$ cat src/rtl/pwr_sleep_pkg.sv
package pwr_sleep_pkg;

  localparam int NSRC = 10;

  localparam int SRC_GPIO = 0;
  localparam int SRC_SER1 = 1;
  localparam int SRC_SER2 = 2;
  localparam int SRC_EXTI = 3;
  localparam int SRC_DBG  = 4;
  localparam int SRC_SYS  = 5;
  localparam int SRC_CMPA = 6;
  localparam int SRC_CMPB = 7;
  localparam int SRC_WRAP = 8;
  localparam int SRC_INTR = 9;

  localparam logic [2:0] MODE_IDLE = 3'd0;
  localparam logic [2:0] MODE_EDS  = 3'd1;
  localparam logic [2:0] MODE_DS1  = 3'd2;
  localparam logic [2:0] MODE_DS2  = 3'd3;

  typedef enum logic [2:0] {
    ST_RUN    = 3'd0,
    ST_IDLE   = 3'd1,
    ST_EDS    = 3'd2,
    ST_DS1    = 3'd3,
    ST_DS2    = 3'd4,
    ST_SETTLE = 3'd5
  } slp_state_t;

  function automatic logic mode_ok(input logic [2:0] m);
    return (m <= MODE_DS2);
  endfunction

  function automatic slp_state_t mode_to_state(input logic [2:0] m);
    case (m)
      MODE_IDLE: return ST_IDLE;
      MODE_EDS:  return ST_EDS;
      MODE_DS1:  return ST_DS1;
      default:   return ST_DS2;
    endcase
  endfunction

  // Sources allowed to end each state.
  function automatic logic [NSRC-1:0] wake_mask(input slp_state_t s);
    logic [NSRC-1:0] pins_dbg;
    logic [NSRC-1:0] timers;
    pins_dbg = '0;
    timers   = '0;
    for (int i = SRC_GPIO; i <= SRC_SYS; i++) pins_dbg[i] = 1'b1;
    for (int i = SRC_CMPA; i <= SRC_WRAP; i++) timers[i] = 1'b1;
    case (s)
      ST_IDLE: return NSRC'(1) << SRC_INTR;
      ST_EDS:  return pins_dbg | timers;
      ST_DS1:  return pins_dbg | timers;
      ST_DS2:  return pins_dbg;
      default: return '0;
    endcase
  endfunction

  function automatic logic settle_done(input logic [31:0] cnt);
    return (cnt == 32'd0);
  endfunction

  // Status update: clear first, new events on top.
  function automatic logic [NSRC-1:0] status_next(input logic [NSRC-1:0] cur,
                                                   input logic [NSRC-1:0] clr,
                                                   input logic [NSRC-1:0] set);
    return (cur & ~clr) | set;
  endfunction

endpackage

$ cat src/rtl/pwr_wake_detect.sv
module pwr_wake_detect
  import pwr_sleep_pkg::*;
#(
  parameter int GPIO_W = 24
) (
  input  logic              clk,
  input  logic              rst_n,
  input  logic              capture,
  input  logic [GPIO_W-1:0] gpio_in,
  input  logic              ser1_pin,
  input  logic              ser2_pin,
  input  logic              ext_irq,
  input  logic              dbg_pwrup_req,
  input  logic              sys_pwrup_req,
  input  logic              tmr_cmp_a,
  input  logic              tmr_cmp_b,
  input  logic              tmr_wrap,
  input  logic              irq_pending,
  input  logic [NSRC-1:0]   src_mask,
  output logic [NSRC-1:0]   fire,
  output logic              wake
);

  localparam int NPIN = 3;

  logic [GPIO_W-1:0] snap_gpio;
  logic [NPIN-1:0]   snap_pin;
  logic [NPIN-1:0]   pin_now;
  logic [NPIN-1:0]   pin_edge;
  logic              gpio_edge;
  logic [NSRC-1:0]   raw_evt;

  assign pin_now = {ext_irq, ser2_pin, ser1_pin};

  always_ff @(posedge clk or negedge rst_n) begin
    if (!rst_n) begin
      snap_gpio <= '0;
      snap_pin  <= '0;
    end else if (capture) begin
      snap_gpio <= gpio_in;
      snap_pin  <= pin_now;
    end
  end

  assign gpio_edge = |(gpio_in ^ snap_gpio);

  for (genvar p = 0; p < NPIN; p++) begin : g_pin_edge
    assign pin_edge[p] = pin_now[p] ^ snap_pin[p];
  end

  always_comb begin
    raw_evt           = '0;
    raw_evt[SRC_GPIO] = gpio_edge;
    raw_evt[SRC_SER1] = pin_edge[0];
    raw_evt[SRC_SER2] = pin_edge[1];
    raw_evt[SRC_EXTI] = pin_edge[2];
    raw_evt[SRC_DBG]  = dbg_pwrup_req;
    raw_evt[SRC_SYS]  = sys_pwrup_req;
    raw_evt[SRC_CMPA] = tmr_cmp_a;
    raw_evt[SRC_CMPB] = tmr_cmp_b;
    raw_evt[SRC_WRAP] = tmr_wrap;
    raw_evt[SRC_INTR] = irq_pending;
  end

  assign fire = raw_evt & src_mask;
  assign wake = |fire;

endmodule

$ cat src/rtl/pwr_wake_status.sv
module pwr_wake_status
  import pwr_sleep_pkg::*;
(
  input  logic            clk,
  input  logic            rst_n,
  input  logic            clr_wr,
  input  logic [NSRC-1:0] clr_data,
  input  logic [NSRC-1:0] set_vec,
  output logic [NSRC-1:0] status
);

  logic [NSRC-1:0] clr_eff;

  assign clr_eff = clr_wr ? clr_data : '0;

  always_ff @(posedge clk or negedge rst_n) begin
    if (!rst_n) status <= '0;
    else        status <= status_next(status, clr_eff, set_vec);
  end

endmodule

$ cat src/rtl/pwr_clk_cfg.sv
module pwr_clk_cfg #(
  parameter int CFG_W = 2
) (
  input  logic             clk,
  input  logic             rst_n,
  input  logic             wr,
  input  logic [CFG_W-1:0] wdata,
  output logic             xtal32k_en,
  output logic             rc10k_en
);

  logic [CFG_W-1:0] cfg_q;

  always_ff @(posedge clk or negedge rst_n) begin
    if (!rst_n)  cfg_q <= '0;
    else if (wr) cfg_q <= wdata;
  end

  assign xtal32k_en = cfg_q[0];
  assign rc10k_en   = cfg_q[1];

endmodule

$ cat src/rtl/pwr_seq_fsm.sv
module pwr_seq_fsm
  import pwr_sleep_pkg::*;
#(
  parameter int SETTLE_W = 8
) (
  input  logic                clk,
  input  logic                rst_n,
  input  logic                sleep_req,
  input  logic [2:0]          sleep_mode,
  input  logic                wake,
  input  logic [SETTLE_W-1:0] settle_cnt,
  output slp_state_t          state,
  output logic                enter,
  output logic [NSRC-1:0]     src_mask,
  output logic                core_pwr_en,
  output logic                periph_rst,
  output logic                sleep_tmr_en,
  output logic                cpu_run
);

  logic [SETTLE_W-1:0] cnt_q;
  logic                in_deep;

  assign enter   = (state == ST_RUN) && sleep_req && mode_ok(sleep_mode);
  assign in_deep = (state == ST_EDS) || (state == ST_DS1) || (state == ST_DS2);

  always_ff @(posedge clk or negedge rst_n) begin
    if (!rst_n) begin
      state <= ST_RUN;
      cnt_q <= '0;
    end else begin
      case (state)
        ST_RUN:    if (enter) state <= mode_to_state(sleep_mode);
        ST_IDLE:   if (wake) state <= ST_RUN;
        ST_SETTLE: begin
          if (settle_done(32'(cnt_q))) state <= ST_RUN;
          else                         cnt_q <= cnt_q - 1'b1;
        end
        default: begin
          if (in_deep && wake) begin
            state <= ST_SETTLE;
            cnt_q <= settle_cnt;
          end
        end
      endcase
    end
  end

  assign src_mask     = wake_mask(state);
  assign core_pwr_en  = !((state == ST_DS1) || (state == ST_DS2));
  assign periph_rst   = in_deep || (state == ST_SETTLE);
  assign sleep_tmr_en = (state != ST_DS2);
  assign cpu_run      = (state == ST_RUN);

endmodule

$ cat src/rtl/pwr_sleep_seq.sv
module pwr_sleep_seq
  import pwr_sleep_pkg::*;
#(
  parameter int GPIO_W   = 24,
  parameter int SETTLE_W = 8
) (
  input  logic                clk,
  input  logic                rst_n,
  input  logic                sleep_req,
  input  logic [2:0]          sleep_mode,
  input  logic [SETTLE_W-1:0] settle_cnt,
  input  logic [GPIO_W-1:0]   gpio_in,
  input  logic                ser1_pin,
  input  logic                ser2_pin,
  input  logic                ext_irq,
  input  logic                dbg_pwrup_req,
  input  logic                sys_pwrup_req,
  input  logic                tmr_cmp_a,
  input  logic                tmr_cmp_b,
  input  logic                tmr_wrap,
  input  logic                irq_pending,
  input  logic                stat_clr_wr,
  input  logic [9:0]          stat_clr_data,
  input  logic                clk_cfg_wr,
  input  logic [1:0]          clk_cfg_wdata,
  output logic [9:0]          wake_status,
  output logic                core_pwr_en,
  output logic                periph_rst,
  output logic                sleep_tmr_en,
  output logic                cpu_run,
  output logic                xtal32k_en,
  output logic                rc10k_en
);

  slp_state_t      state;
  logic            enter;
  logic            wake;
  logic [NSRC-1:0] src_mask;
  logic [NSRC-1:0] wake_fire;

  pwr_seq_fsm #(.SETTLE_W(SETTLE_W)) u_fsm (
    .clk          (clk),
    .rst_n        (rst_n),
    .sleep_req    (sleep_req),
    .sleep_mode   (sleep_mode),
    .wake         (wake),
    .settle_cnt   (settle_cnt),
    .state        (state),
    .enter        (enter),
    .src_mask     (src_mask),
    .core_pwr_en  (core_pwr_en),
    .periph_rst   (periph_rst),
    .sleep_tmr_en (sleep_tmr_en),
    .cpu_run      (cpu_run)
  );

  pwr_wake_detect #(.GPIO_W(GPIO_W)) u_det (
    .clk           (clk),
    .rst_n         (rst_n),
    .capture       (enter),
    .gpio_in       (gpio_in),
    .ser1_pin      (ser1_pin),
    .ser2_pin      (ser2_pin),
    .ext_irq       (ext_irq),
    .dbg_pwrup_req (dbg_pwrup_req),
    .sys_pwrup_req (sys_pwrup_req),
    .tmr_cmp_a     (tmr_cmp_a),
    .tmr_cmp_b     (tmr_cmp_b),
    .tmr_wrap      (tmr_wrap),
    .irq_pending   (irq_pending),
    .src_mask      (src_mask),
    .fire          (wake_fire),
    .wake          (wake)
  );

  pwr_wake_status u_stat (
    .clk      (clk),
    .rst_n    (rst_n),
    .clr_wr   (stat_clr_wr),
    .clr_data (stat_clr_data),
    .set_vec  (wake_fire),
    .status   (wake_status)
  );

  pwr_clk_cfg #(.CFG_W(2)) u_clk (
    .clk        (clk),
    .rst_n      (rst_n),
    .wr         (clk_cfg_wr),
    .wdata      (clk_cfg_wdata),
    .xtal32k_en (xtal32k_en),
    .rc10k_en   (rc10k_en)
  );

endmodule

$ cat config.mk
export PLATFORM = sky130hd
export DESIGN_NAME = pwr_sleep_seq
export DESIGN_NICKNAME = d
export VERILOG_FILES = /design/src/rtl/pwr_sleep_pkg.sv /design/src/rtl/pwr_wake_detect.sv /design/src/rtl/pwr_wake_status.sv /design/src/rtl/pwr_clk_cfg.sv /design/src/rtl/pwr_seq_fsm.sv /design/src/rtl/pwr_sleep_seq.sv
export SDC_FILE = /design/constraint.sdc
export NUM_CORES = 1
export LEC_CHECK = 0
export ABC_CLOCK_PERIOD_IN_PS = 3000
export BUFFER_PORTS_ARGS = -buffer_cell sky130_fd_sc_hd__buf_4
export CAP_MARGIN = 25
export CORE_ASPECT_RATIO = 1.2
export CORE_MARGIN = 2
export CORE_UTILIZATION = 55
export DETAILED_ROUTE_END_ITERATION = 6
export PLACE_DENSITY = 0.84
export REMOVE_ABC_BUFFERS = 1
export SYNTH_ARGS = -nofsm -noshare
export SYNTH_HDL_FRONTEND = slang
export SYNTH_SLANG_ARGS = --single-unit
$ cat constraint.sdc
create_clock -name clk -period 3 [get_ports clk]
set_input_delay 0.3 -clock clk [delete_from_list [all_inputs] [get_ports clk]]
set_output_delay 0.3 -clock clk [all_outputs]
set_load 0.03 [all_outputs]
==> results of run 1 <==
==> kinds of logic after synthesis <==
group,after synthesis
AND/OR/NAND/NOR,65
XOR/XNOR,29
flip-flops,50
adder cells (fa/ha/maj),2
AO/OA/AOI/OAI,47
buffers and inverters,18
multiplexers,29
==> synthesized netlist by cell type (3+ instances only) <==
cell type,count
a21oi_1,8
a22o_1,7
a31oi_1,4
buf_2,4
buf_6,3
clkbuf_1,4
dfrtp_1,50
inv_1,5
mux2_2,29
nand2_1,25
nand3_1,7
nand4_1,4
nor2_1,6
nor3_1,4
nor4_1,5
o21ai_0,14
xnor2_1,12
xor2_1,17
==> registers in the layout (all words and copies together), names as in the netlist <==
name,count
u_det.snap_gpio,24
u_stat.status,10
u_fsm.state,3
u_clk.cfg_q,2
u_det.snap_pin,3
u_fsm.cnt_q,8
==> worst reg2reg max path, delay by kind of cell (launching register included) <==
kind | cells | cell delay, ns
xor gates and xnor gates | 1 | 0.16
AOI/OAI and AO/OA | 1 | 0.24
and+or+nand+nor | 4 | 1.37
DFF | 1 | 0.39
==> stage by stage <==
step                worst slack, ns  cells  cell area [sq um]
floorplan                     0.207    228               2540
global placement              0.738    363               3190
detailed placement            0.721    363               3190
CTS                           0.727    371               3300
global route                  0.587    371               3300
finish                        0.733    371               3300
==> where the power goes <==
group          internal, W  leakage (nW)  switching [W]
Sequential        0.000995         0.601       0.000258
Combinational     0.000683         0.853       0.000726
Clock             0.000250        0.0524       0.000209
Total              0.00193          1.51        0.00119
==> cell usage in the layout, fill, tap and decap left out, types with 2 or more instances in the layout <==
cell and count:
nor4_1 5, xnor2_1 12, a21oi_1 8, mux2_2 29
nand2_1 25, inv_1 5, buf_4 77, o211ai_1 2
a31oi_1 4, a21oi_2 2, dfrtp_1 50, a22o_1 7
xor2_1 17, clkbuf_8 5, nand3_1 7, nand4_1 4
o21ai_0 14, ha_1 2, nor3_1 4, nand2_2 2
clkbuf_1 2, a32o_1 2, nor2_1 6
==> how the worst max path moves through the flow <==
stage | from | endpoint | slack (ns)
floorplan | u_fsm.state[2] | u_det.snap_gpio[0] | 0.21
global placement | gpio_in[12] | u_fsm.cnt_q[6] | 0.74
detailed placement | gpio_in[12] | u_fsm.cnt_q[6] | 0.72
CTS | u_det.snap_gpio[12] | u_fsm.cnt_q[6] | 0.73
global route | u_det.snap_gpio[12] | u_fsm.cnt_q[6] | 0.59
finish | u_det.snap_gpio[12] | u_fsm.cnt_q[6] | 0.73
==> layout make-up <==
class / count / area share (%)
clock inverters: 1 / 0.911
multi-input cells: 172 / 38.4
clock buffers: 7 / 2.32
inverters: 6 / 0.683
repair buffers: 77 / 17.5
flip-flops and latches: 50 / 38.0
well taps: 58 / 2.20
==> routing by layer <==
metal / GRT usage (%) / vias to the layer above / routed length (microns)
met2: 40.7 / 56 / 2930
li1: - / 999 / -
met4: 6.73 / 0 / 59
met5: 0 / - / 0
met3: 4.94 / 4 / 301
met1: 25.9 / 967 / 2180
==> results.cfg, run 1 <==
[status]
status = finished clean

[finish]
drive_gt1_share_pct = 39.3
fill_cells = 358
fin_util_pct = 71.7
n_antenna_cell = 0
final-seq-area_sq_um = 1250
area_growth_pct = 26.0
multi_input_area_sq_um = 1260
nets = 375

[clock_network]
post-cts-setup-buffers = 0
cts_buffer_depth = 2
hold_buffers = 0
cts.clk_slew.worst_paths_ns = 0.08
cts_resized = 0
ctsHtreeMaxLevel = 2
clkSinkCount = 50
cts_buffers = 5
clk_latency_ns = 0.29
root_buffer = clkbuf_8
cts_tree = yes

[detailed_routing]
antenna_left = 0
routedWlPerCell_microns = 14.7
viasPerCell = 5.46
finalWirelength_microns = 5470
drc = 0
dr.pass1.iters = 4
drt_iter0_drc = 160
vias = 2026

[synthesis]
synthesis.area_sq_um = 2620
ys_types = 45
synth_top_area_share_pct = 47.8
synth.area.mux_share_pct = 12.5
yosysWarnings = 0
synth_xor_area_share_pct = 9.71
synth_area_leaders = dfrtp_1 (48%), mux2_2 (12%), xor2_1 (5.7%)
synth_compound_area_share_pct = 12.0
synth_enable_flop_cells = 0
yosys.area.top_type = dfrtp_1
ys_dominant_reg_cell = dfrtp_1
yosys.area_share.simple_pct = 13.2
async_flop_share_pct = 100
syn_inst = 240
synth_fa_ha_area_share_pct = 0.957
avgSynthCellArea_sq_um = 10.9
ys_ff_latch = 50
seq_area_frac_synth_pct = 47.8
synth_top_family_by_area = simple AND/OR/NAND/NOR gates

[critical_path]
critPathKind = register to register
cp_slowest_stage_delay_ns = 0.48
crit_arrival_ns = 2.45
crit_path_cell_trace = xor2_1, nor4_1, nand4_1, nand4b_1, and2_4, a22o_1
crit_buf_inv = 0
regToRegEndpoint = u_fsm.cnt_q[6]
r2r_slack_ns = 0.73
reg2regPathDepth = 6
crit_family = simple AND/OR/NAND/NOR gates
required_ns = 3.19
worstReg2RegStart = u_det.snap_gpio[12]
cp_max_fo = 11
slowest_stage = nand4b_1
path_depth = 6
critPathLaunchType = register
end_kind = register

[timing]
hold_violations = 0
setup-violations-final = 0
setup-tns-final_ns = 0
timing.final.crit_period_ns = 2.27
holdWs_ns = 0.0124
finalMaxSlewViolations = 0
max_freq_mhz = 441
tightestPinTransition_ns = 0.634
rsz0062_at_grt = false
fin_skew_ns = 0.00344
fin_crit_sh_pct = 75.6
max_slew_margin_pct = 57.7

[place]
port_buffers = 76
gp_congestion = 0.840
post-dp-hpwl_microns = 4090

[global_route]
grt_max_degree = 51
overflow = 0
grt_first_pass_wirelength_microns = 9070
first_global_vias = 2090
grt_antenna_before_repair = 0
grt_usage_pct = 22.4

[power]
ir_drop_uv = 480
fin_total_pwr_w = 0.00312
pwr_density_cell_nw_per_um2 = 947
leakagePower_nw = 1.51

[floorplan]
fp-row-count = 27
dieHeight_microns = 79.5
die_area_sq_um = 5320
initial_utilization_pct = 56.9
io-pin-count = 77
fp.dieW_microns = 66.9
core_area_sq_um = 4590

[min_path]
min_path_type = input pin to async pin

[run]
drv_cap = 0
Note: power is estimated with default switching activity, not from simulation.
==> run 2: changes to the inputs <==
ABC_CLOCK_PERIOD_IN_PS = 2100   (was 3000)
CORE_UTILIZATION = 52   (was 55)
PLACE_DENSITY = 0.8   (was 0.84)
clock period = 2.1 ns   (was 3 ns; I/O delays follow)
==> results.cfg, run 2 (synthesized netlist as in run 1, its figures left out) <==
[status]
status = finished clean

[power]
clkPwrFrac_pct = 13.2
fin_total_pwr_w = 0.00448
p_int_w = 0.00273
power_frac_seq_pct = 39.9
leakagePower_nw = 1.55
ir_drop_uv = 753
swShare_pct = 39.0
pwr_density_cell_nw_per_um2 = 1330
p_comb_share_pct = 46.9
switching_power_w = 0.00175

[timing]
max_slew_margin_pct = 58.3
finalMaxSlewViolations = 0
setup-violations-final = 0
max_freq_mhz = 534
rsz0062_at_grt = false
fin_skew_ns = 0.0108
fin_crit_sh_pct = 89.2
hold_violations = 0
timing.final.crit_period_ns = 1.87
tightestPinTransition_ns = 0.626

[global_route]
grt_max_degree = 51
grt_first_pass_wirelength_microns = 9090
grt_usage_pct = 21.3
grt_antenna_before_repair = 0
first_global_vias = 2073
overflow = 0

[clock_network]
cts_tree = yes
cts_buffers = 5
clk_latency_ns = 0.30
ctsHtreeMaxLevel = 2
root_buffer = clkbuf_8
cts.clk_slew.worst_paths_ns = 0.10
post-cts-setup-buffers = 0
clkSinkCount = 50
cts_buffer_depth = 2

[finish]
area_growth_pct = 28.6
fin_area_sq_um = 3360
drive_gt1_share_pct = 40.8
largest_reg_flops = 24
final_cell_mix = buf_4 (83), dfrtp_1 (50), mux2_2 (29)
regMostFlops = u_det.snap_gpio
final_common_cell = buf_4
nets = 383
n_antenna_cell = 0
layoutNonFillerInstCount = 381
top_regs = u_det.snap_gpio x24, u_stat.status x10, u_fsm.cnt_q x8

[min_path]
min_path_type = input pin to register

[critical_path]
r2r_slack_ns = 0.23
critPathKind = register to register
end_kind = register
cp_max_fo = 6
crit_buf_inv = 0
required_ns = 2.30
cp_slowest_stage_delay_ns = 0.40
crit_path_cell_trace = xor2_1, nor4_1, nand4_1, nand4b_1, and2_4, a22o_1
critPathLaunchType = register
slowest_stage = dfrtp_1
crit_family = simple AND/OR/NAND/NOR gates
crit_arrival_ns = 2.07

[run]
drv_cap = 0

[floorplan]
fp-row-count = 28
io-pin-count = 77
die_area_sq_um = 5610
fp.dieW_microns = 68.7
core_area_sq_um = 4900
initial_utilization_pct = 53.3
dieHeight_microns = 81.7

[detailed_routing]
dr.pass1.iters = 6
antenna_left = 0
finalWirelength_microns = 5510
viasPerCell = 5.41
drt_iter0_drc = 152
drc = 0
vias = 2062
routedWlPerCell_microns = 14.4

[place]
dpl_cell_area_sq_um = 3260
post-dp-hpwl_microns = 4240
port_buffers = 76
gp_congestion = 0.825
placedCellCount = 372
-- run 2: changes by cell type in the layout (fill, tap and decap cells not counted) --
cell | previous run | this run
clkbuf_1 | 2 | 1
buf_4 | 77 | 83
buf_12 | 0 | 1
dlygate4sd3_1 | 0 | 1
clkbuf_8 | 5 | 6
bufinv_16 | 1 | 0
inv_6 | 0 | 1
-- run 2: area by class of cell --
type	count	area, sq um
Fill cell	381	1540
Multi-Input combinational cell	172	1260
Sequential cell	50	1250
Timing Repair Buffer	85	653
Clock buffer	7	86.3
Tap cell	60	75.1
Inverter	6	22.5
Clock inverter	1	8.76
-- run 2: worst paths after layout --
check,from,end,cells past startpoint
setup / recovery,u_det.snap_gpio[14],u_fsm.cnt_q[6],6
hold / removal,tmr_cmp_a,u_stat.status[6],2
setup reg to reg,u_det.snap_gpio[14],u_fsm.cnt_q[6],6
hold reg to reg,u_stat.status[2],u_stat.status[2],2
max in group asynchronous,rst_n,u_det.snap_gpio[8],2
min in group asynchronous,rst_n,u_det.snap_pin[0],2
-- run 2: power groups by stage --
stage                     clock network [W]  registers, W  logic, W
after floorplan                           0       0.00191   0.00129
after global placement                    0       0.00178   0.00206
after detailed placement                  0       0.00180   0.00212
after CTS                          0.000614       0.00178   0.00212
after global routing               0.000643       0.00185   0.00230
final                              0.000589       0.00179   0.00210
-- run 2: repair_timing --
action | CTS | global route
endpoints found under the hold margin | 50 | 0
gates resized for setup | 0 | 0
hold buffers | 1 | 0
-- run 2: worst register-to-register path: cells and delay by family (launching register included) --
| kind | cells | cell delay (ns) |
|---|---|---|
| xor gates and xnor gates | 1 | 0.16 |
| DFF | 1 | 0.40 |
| and+or+nand+nor | 4 | 0.99 |
| AOI/OAI and AO/OA | 1 | 0.23 |
-- run 2: metrics by stage --
stage                     hold slack [ns]  utilization, %  setup TNS [ns]  setup slack [ns]
after floorplan                   -0.0856               -          -19.89            -0.693
after global placement              0.276            66.4               0             0.245
after detailed placement            0.272            66.4               0             0.197
after CTS                           0.127            68.5               0             0.189
after global routing                0.127            68.5               0            0.0367
final                               0.136            68.5               0             0.226
-- run 2: metal layers --
| metal | vias up | share of wire [%] | track usage (%) |
|---|---|---|---|
| li1 | 1014 | - | - |
| met1 | 988 | 42 | 26.8 |
| met2 | 55 | 52 | 36.6 |
| met3 | 5 | 5.1 | 4.38 |
| met4 | 0 | 1.1 | 6.27 |
| met5 | - | 0 | 0 |
==> run 3: changes to the inputs <==
ABC_CLOCK_PERIOD_IN_PS = 2300   (was 2100)
CORE_UTILIZATION = 56   (was 52)
PLACE_DENSITY = unset   (was 0.8)
PLACE_DENSITY_LB_ADDON = 0.08   (was unset)
clock period = 2.3 ns   (was 2.1 ns; I/O delays follow)
==> results.cfg, run 3 (synthesized netlist as in run 1, its figures left out) <==
[detailed_routing]
antenna_left = 0
drc = 0
drt_iter0_drc = 144
vias = 2055
viasPerCell = 5.48
routedWlPerCell_microns = 14.2
finalWirelength_microns = 5340
dr.pass1.iters = 4

[power]
ir_drop_uv = 732
leakagePower_nw = 1.54
pwr_density_cell_nw_per_um2 = 1260

[critical_path]
crit_path_cell_trace = inv_1, and3_1, nand2_2, nand4b_1, buf_4, nand3_1, a22o_1
cp_max_fo = 12
end_kind = register
required_ns = 2.50
critPathLaunchType = register
slowest_stage = dfrtp_1
r2r_slack_ns = 0.38
cp_slowest_stage_delay_ns = 0.49
crit_arrival_ns = 2.12
critPathKind = register to register

[floorplan]
core_area_sq_um = 4530
die_area_sq_um = 5230
fp-row-count = 27
io-pin-count = 77
initial_utilization_pct = 57.8
dieHeight_microns = 78.9
fp.dieW_microns = 66.4

[global_route]
grt_usage_pct = 22.4
overflow = 0
grt_max_degree = 51
grt_antenna_before_repair = 0
grt_first_pass_wirelength_microns = 9020
first_global_vias = 2023

[clock_network]
root_buffer = clkbuf_8
cts_buffer_depth = 2
ctsHtreeMaxLevel = 2
post-cts-setup-buffers = 0
hold_buffers = 1
cts.clk_slew.worst_paths_ns = 0.09
clk_latency_ns = 0.30
cts_resized = 0
clkSinkCount = 50
cts_tree = yes
cts_buffers = 5

[timing]
setup_slack_ns = 0.381
hold_violations = 0
max_freq_mhz = 521
fin_skew_ns = 0.00806
tightestPinTransition_ns = 0.621
max_slew_margin_pct = 58.6
rsz0062_at_grt = false
finalMaxSlewViolations = 0
setup-violations-final = 0
timing.final.crit_period_ns = 1.92
fin_crit_sh_pct = 83.4

[status]
status = finished clean

[finish]
final_common_cell = buf_4
drive_gt1_share_pct = 40.4
layoutNonFillerInstCount = 375
fin_util_pct = 74.3
n_antenna_cell = 0
nets = 379
area_growth_pct = 28.7
final_cell_mix = buf_4 (80), dfrtp_1 (50), mux2_2 (29)
top_regs = u_det.snap_gpio x24, u_stat.status x10, u_fsm.cnt_q x8
largest_reg_flops = 24
regMostFlops = u_det.snap_gpio

[min_path]
min_path_type = input pin to register

[run]
drv_cap = 0

[place]
port_buffers = 76
gp_congestion = 0.789
post-dp-hpwl_microns = 4010
dp_slack_ns = 0.374
placedCellCount = 366
==> run 3: changes by cell type in the layout (fill, tap and decap cells not counted) <==
| cell | before | now |
|---|---|---|
| buf_12 | 1 | 0 |
| buf_4 | 83 | 80 |
| bufinv_16 | 0 | 2 |
| clkbuf_1 | 1 | 0 |
| inv_6 | 1 | 0 |
==> run 3: routing by layer <==
metal	GRT usage [%]	share of wire, %	routed length (microns)	vias to the layer above
li1	-	-	-	1010
met1	29.0	42	2220	981
met2	36.5	51	2750	60
met3	5.24	6.0	323	4
met4	7.96	0.99	53	0
met5	0	0	0	-
==> run 3: metrics by stage <==
step | cell area (sq um) | TNS, ns | power, W | hold slack (ns)
4_1_cts | 3360 | 0 | 0.00427 | 0.150
6_report | 3360 | 0 | 0.00425 | 0.162
2_1_floorplan | 2540 | -14.09 | 0.00291 | -0.0656
5_1_grt | 3360 | 0 | 0.00455 | 0.147
3_5_place_dp | 3210 | 0 | 0.00352 | 0.292
3_3_place_gp | 3210 | 0 | 0.00346 | 0.296
==> run 3: worst max-delay path: cells and delay by family, from the launching register on <==
family	cells	cell delay, ns
buffers and inverters	2	0.35
DFF	1	0.49
and+or+nand+nor	4	0.78
AOI/OAI and AO/OA	1	0.19
==> run 3: where the power goes <==
| group | total [W] | internal, W | leakage (nW) | switching [W] |
|---|---|---|---|---|
| Sequential | 0.00164 | 0.00130 | 0.601 | 0.000339 |
| Combinational | 0.00187 | 0.000909 | 0.872 | 0.000957 |
| Clock | 0.000749 | 0.000464 | 0.0714 | 0.000286 |
| Total | 0.00425 | 0.00267 | 1.54 | 0.00158 |
==> run 3: path summary, 6_finish.rpt <==
| path | from | to | cells past startpoint |
|---|---|---|---|
| max | u_fsm.state[1] | u_fsm.cnt_q[6] | 7 |
| max reg2reg | u_fsm.state[1] | u_fsm.cnt_q[6] | 7 |
| min reg2reg | u_stat.status[3] | u_stat.status[3] | 2 |
| max in group asynchronous | rst_n | u_det.snap_pin[0] | 2 |
| min | clk_cfg_wdata[1] | u_clk.cfg_q[1] | 2 |
| min in group asynchronous | rst_n | u_fsm.cnt_q[3] | 2 |
==> run 3: layout make-up <==
cell class                      instances  area (sq um)
Multi-Input combinational cell        172          1260
Fill cell                             345          1160
Clock inverter                          2          60.1
Tap cell                               58          72.6
Clock buffer                            6          82.6
Sequential cell                        50          1250
Inverter                                6          22.5
Timing Repair Buffer                   81           611
